`src/rtl/twk_pkg.sv`:
```
package twk_pkg;

    localparam int BLK_W  = 128;
    localparam int HALF_W = BLK_W / 2;
    localparam logic [7:0] FOLD1 = 8'h87;

    typedef struct packed {
        logic [HALF_W-1:0] hi;
        logic [HALF_W-1:0] lo;
    } twk_t;

    function automatic twk_t mul_a(input twk_t x);
        twk_t r;
        r.lo = {x.lo[HALF_W-2:0], 1'b0};
        r.hi = {x.hi[HALF_W-2:0], x.lo[HALF_W-1]};
        if (x.hi[HALF_W-1]) r.lo[7:0] = r.lo[7:0] ^ FOLD1;
        return r;
    endfunction

    function automatic twk_t mul_a2(input twk_t x);
        twk_t r;
        logic [15:0] fold;
        r.lo = {x.lo[HALF_W-3:0], 2'b00};
        r.hi = {x.hi[HALF_W-3:0], x.lo[HALF_W-1:HALF_W-2]};
        fold = 16'h0000;
        if (x.hi[HALF_W-2]) fold = fold ^ {8'h00, FOLD1};
        if (x.hi[HALF_W-1]) fold = fold ^ 16'h010E;
        r.lo[15:0] = r.lo[15:0] ^ fold;
        return r;
    endfunction

endpackage

```
`src/rtl/twk_mul.sv`:
```
module twk_mul
    import twk_pkg::*;
#(
    parameter int SHIFT = 1
) (
    input  twk_t x,
    output twk_t y
);
    generate
        if (SHIFT == 2) begin : g_sq
            assign y = mul_a2(x);
        end else begin : g_one
            assign y = mul_a(x);
        end
    endgenerate
endmodule

```
`src/rtl/twk_state.sv`:
```
module twk_state
    import twk_pkg::*;
(
    input  logic clk,
    input  logic rst,
    input  logic ld,
    input  twk_t ld_val,
    input  logic adv,
    input  logic dbl,
    input  twk_t nxt1,
    input  twk_t nxt2,
    output twk_t cur,
    output logic armed
);
    always_ff @(posedge clk) begin
        if (rst) begin
            cur   <= '0;
            armed <= 1'b0;
        end else if (ld) begin
            cur   <= ld_val;
            armed <= 1'b1;
        end else if (adv && armed) begin
            cur <= dbl ? nxt2 : nxt1;
        end
    end
endmodule

```
`src/rtl/twk_out_reg.sv`:
```
module twk_out_reg
    import twk_pkg::*;
(
    input  logic clk,
    input  logic rst,
    input  logic fire,
    input  logic dbl,
    input  twk_t cur,
    input  twk_t nxt1,
    output twk_t o0,
    output twk_t o1,
    output logic vld,
    output logic pv
);
    always_ff @(posedge clk) begin
        if (rst) begin
            o0  <= '0;
            o1  <= '0;
            vld <= 1'b0;
            pv  <= 1'b0;
        end else if (fire) begin
            o0  <= cur;
            o1  <= dbl ? nxt1 : '0;
            vld <= 1'b1;
            pv  <= dbl;
        end else begin
            vld <= 1'b0;
            pv  <= 1'b0;
        end
    end
endmodule

```
`src/rtl/twk_seq_gen.sv`:
```
module twk_seq_gen
    import twk_pkg::*;
(
    input  logic             clk,
    input  logic             rst,
    input  logic             ld,
    input  logic [BLK_W-1:0] ld_tweak,
    input  logic             step,
    input  logic             pair,
    output logic [BLK_W-1:0] twk0,
    output logic [BLK_W-1:0] twk1,
    output logic             twk_vld,
    output logic             twk_pair
);
    twk_t cur, nxt1, nxt2, o0, o1;
    logic armed, fire;

    assign fire = step && !ld && armed;

    twk_mul #(.SHIFT(1)) u_m1 (.x(cur), .y(nxt1));
    twk_mul #(.SHIFT(2)) u_m2 (.x(cur), .y(nxt2));

    twk_state u_st (
        .clk(clk), .rst(rst), .ld(ld), .ld_val(twk_t'(ld_tweak)),
        .adv(step), .dbl(pair), .nxt1(nxt1), .nxt2(nxt2),
        .cur(cur), .armed(armed)
    );

    twk_out_reg u_out (
        .clk(clk), .rst(rst), .fire(fire), .dbl(pair),
        .cur(cur), .nxt1(nxt1),
        .o0(o0), .o1(o1), .vld(twk_vld), .pv(twk_pair)
    );

    assign twk0 = o0;
    assign twk1 = o1;
endmodule

```
`config.mk`:
```
export PLATFORM = sky130hd
export DESIGN_NAME = twk_seq_gen
export DESIGN_NICKNAME = d
export VERILOG_FILES = /design/src/rtl/twk_pkg.sv /design/src/rtl/twk_mul.sv /design/src/rtl/twk_state.sv /design/src/rtl/twk_out_reg.sv /design/src/rtl/twk_seq_gen.sv
export SDC_FILE = /design/constraint.sdc
export NUM_CORES = 1
export LEC_CHECK = 0
export BUFFER_PORTS_ARGS = -buffer_cell sky130_fd_sc_hd__buf_2
export CORE_MARGIN = 5
export CORE_UTILIZATION = 60
export CTS_BUF_LIST = sky130_fd_sc_hd__clkbuf_16
export DETAILED_ROUTE_END_ITERATION = 10
export MAX_ROUTING_LAYER = met4
export PLACE_DENSITY_LB_ADDON = 0.2
export SETUP_SLACK_MARGIN = 0.3
export SLEW_MARGIN = 20
export SYNTH_ARGS = -nofsm -noshare
export SYNTH_HDL_FRONTEND = slang
export SYNTH_HIERARCHICAL = 1
export SYNTH_SLANG_ARGS = --single-unit
```
`constraint.sdc`:
```
create_clock -name clk -period 5.6 [get_ports clk]
set_clock_uncertainty 0.2 [all_clocks]
set_input_delay 1.12 -clock clk [delete_from_list [all_inputs] [get_ports clk]]
set_output_delay 1.12 -clock clk [all_outputs]
set_load 0.01 [all_outputs]
```
==> load_flow_metrics.sql <==
INSERT INTO impl_metrics (metric_group, metric, value, unit) VALUES
('clock_tree', 'post_cts_resized', '0', ''),
('setup_path', 'r2r_cell_count', '4', ''),
('route', 'vias_per_cell', '5.696', ''),
('synthesis', 'synth.cell_area', '0.01869', 'mm^2'),
('layout', 'syn_to_final_growth', '4.746', '%'),
('die', 'die_h', '186.5', 'um'),
('timing', 'fmax', '311.4', 'MHz'),
('global_route', 'pin_count_of_the_biggest_net_entering_global_routing', '163', ''),
('setup_path', 'cp_data_arrival_time', '3380', 'ps'),
('power', 'leakagePower', '0.008261', 'uW'),
('clock_tree', 'cts_hold_buffers', '0', ''),
('synthesis', 'synth.lib_cells_used.distinct', '21', ''),
('die', 'i_o_pin_total', '391', ''),
('setup_path', 'rrSetupSlack', '3220', 'ps'),
('timing', 'period_share', '57.34', '%'),
('global_route', 'grt_pass1_wl', '70.24', 'mm'),
('setup_path', 'crit-reg2reg-launch', 'u_st/armed', ''),
('clock_tree', 'cts_inserted_buffers', '41', ''),
('timing', 'finalSetupTns', '0', 'ps'),
('setup_path', 'criticalPathCategory', 'in2reg', ''),
('clock_tree', 'cts.root.buffer_cell', 'clkbuf_16', ''),
('timing', 'final_hold_viol_count', '0', ''),
('clock_tree', 'insertion_delay', '510', 'ps'),
('clock_tree', 'tritoncts_num_sinks', '387', ''),
('synthesis', 'syn_area_per_cell', '9.464', 'um^2'),
('hold_path', 'min-delay-path-class', 'reg2reg', ''),
('route', 'detail_route.first_pass.iterations', '5', ''),
('route', 'vias', '13850', ''),
('route', 'drc', '0', ''),
('setup_path', 'setup.worst_path.end_class', 'flip-flop', ''),
('timing', 'worst_slew_pin_slew', '1053', 'ps'),
('hold_path', 'worst_hold_startpoint', 'u_out/o1[42]', ''),
('timing', 'rsz0062_at_grt', 'no', ''),
('synthesis', 'post_synth_inst_count', '1975', ''),
('place', 'placement.setup.worst_slack', '1878', 'ps'),
('clock_tree', 'htree_levels', '2', ''),
('setup_path', 'regToRegEndpoint', 'u_out/o0[125]', ''),
('global_route', 'globalRouteOverflowTotal', '0', ''),
('synthesis', 'net_count_after_synthesis', '2108', ''),
('clock_tree', 'clkTransAtPathRegs', '50', 'ps'),
('setup_path', 'crit_fanout', '121', ''),
('clock_tree', 'cts_max_path_buffers', '3', ''),
('timing', 'max-slew-margin-rel', '29.79', '%'),
('place', 'buffer_ports.inserted', '390', ''),
('global_route', 'first_global_vias', '13170', ''),
('hold_path', 'min_to', 'u_out/o1[42]', ''),
('route', 'wire_per_inst', '18.04', 'um'),
('die', 'core_region_area', '0.03067', 'mm^2'),
('timing', 'final_worst_path_setup_slack', '2389', 'ps'),
('setup_path', 'startpoint_type', 'input port', ''),
('global_route', 'antenna_found_initial', '4', ''),
('setup_path', 'required', '5760', 'ps'),
('synthesis', 'ys_seq_elements', '387', ''),
('timing', 'final_max_slew_viol_count', '0', ''),
('power', 'worst_vdd_drop', '0.0001852', 'V'),
('layout', 'nets_finish', '2139', ''),
('power', 'power_density', '299.3', 'mW/mm^2'),
('status', 'status', 'completed', ''),
('timing', 'final.min_clock_period', '3211', 'ps'),
('route', 'wirelength', '43.86', 'mm'),
('layout', 'drive_above_1_share', '22.55', '%'),
('synthesis', 'synth.yosys.warnings', '6', ''),
('run', 'drv.max_cap_violation_count', '0', ''),
('die', 'floorplan.die.width', '186.5', 'um'),
('clock_tree', 'tritoncts', 'built', ''),
('place', 'gp_congestion', '0.8237', ''),
('die', 'floorplan.initialDensity', '60.94', '%'),
('timing', 'final_setup_violation_count', '0', ''),
('die', 'std_cell_rows', '64', ''),
('die', 'dieArea', '0.03478', 'mm^2'),
('global_route', 'grt_util_all_layers', '24.21', '%'),
('route', 'antenna_left', '0', ''),
('timing', 'finalHoldWorstSlack', '263.8', 'ps'),
('clock_tree', 'count_of_buffers_added_by_post_cts_timing_repair_for_setup', '0', ''),
('synthesis', 'synth_seq_area_share', '41.45', '%'),
('hold_path', 'hold_path_depth', '2', ''),
('place', 'dp_hpwl', '28.55', 'mm'),
('route', 'detail_route.iter0.violations', '1055', '');
==> per-layer routing <==
metal	part of all wire, %	vias to the layer above	GRT usage (%)
met4	2.8	0	7.511
met5	0	-	-
li1	-	6674	-
met3	6.8	79	4.372
met1	44	6635	32.29
met2	47	460	37.78
==> Yosys cell counts <==
library cell / number / share of area [%]
and3b_1: 1 / 0.047
a32o_1: 128 / 6.9
xor2_1: 7 / 0.33
mux2i_1: 128 / 6.9
nand3_1: 128 / 3.4
xor3_1: 1 / 0.13
buf_1: 11 / 0.22
clkbuf_1: 46 / 0.92
nor2b_1: 130 / 4.4
and2_1: 1 / 0.033
buf_2: 67 / 1.8
nand2b_1: 256 / 8.6
clkbuf_2: 5 / 0.13
a211o_1: 128 / 6.0
buf_6: 12 / 0.72
nor2_1: 131 / 2.6
buf_8: 5 / 0.40
buf_4: 264 / 11
dfxtp_1: 387 / 41
buf_12: 10 / 1.1
a21oi_1: 129 / 3.5
==> report_power, final <==
part	internal (uW)	leakage, uW	switching, uW
Sequential	2850	0.00314	112
Combinational	259	0.00453	283
Clock	1320	0.000592	1050
==> sequential cells by signal, summed over array words and instances, names as in the netlist <==
name,flops
u_out/o0,128
u_st/armed,1
u_out/o1,128
u_st/cur,128
u_out/vld,1
u_out/pv,1
==> cells by family (layout without fill, tap and decap cells) <==
kind of cell,count (synthesis),count (layout),share of synthesized area (%)
AO/OA/AOI/OAI,385,385,16.31
XOR/XNOR,8,8,0.4552
buffers and inverters,420,476,15.87
flip-flops,387,387,41.45
multiplexers,128,128,6.855
other,0,4,0
AND/OR/NAND/NOR,647,647,19.06
==> area by class of cell <==
class | instances | area (um^2)
fill | 2607 | 11090
multi-input combinational | 1168 | 7995
sequential | 387 | 7747
timing repair buffer | 408 | 2190
clock buffer | 41 | 1026
tap | 396 | 495.5
clock inverter | 27 | 113.9
antenna | 4 | 10.01
==> metrics by stage <==
step                      cells  instance area [um^2]  util [%]  total power [uW]
after floorplan            1975                 18690         -              3579
after global placement     2358                 18410     60.02              3541
after detailed placement   2358                 18410     60.02              3554
after CTS                  2426                 19550     63.74              5911
after global routing       2431                 19580     63.83              6101
final                      2431                 19580     63.83              5860
==> placed cells by master (no fill, tap or decap), types with 12 or more instances in the layout <==
master	Yosys	final
a32o_1	128	128
a211o_1	128	128
a21oi_1	129	129
mux2i_1	128	128
nand3_1	128	128
clkbuf_16	0	41
nand2b_1	256	256
nor2b_1	130	129
dfxtp_1	387	387
buf_4	264	12
buf_2	67	387
nor2_1	131	130
==> worst max-delay path by stage <==
| stage | to | from | depth (start not counted) | slack (ps) |
|---|---|---|---|---|
| floorplan | u_st/cur[103] | pair | 5 | 3240 |
| global placement | u_out/o0[83] | ld | 5 | 1920 |
| detailed placement | u_out/o0[67] | ld | 5 | 1880 |
| CTS | u_out/o0[99] | ld | 5 | 2420 |
| global route | u_out/o0[125] | ld | 5 | 2220 |
| finish | u_out/o0[125] | ld | 5 | 2390 |
==> critical path: stages <==
cell	delay, ps
clkbuf_8	320
and3b_4	980
buf_12	470
mux2i_1	260
nor2_1	50
Power figures use the tool's default switching activity.
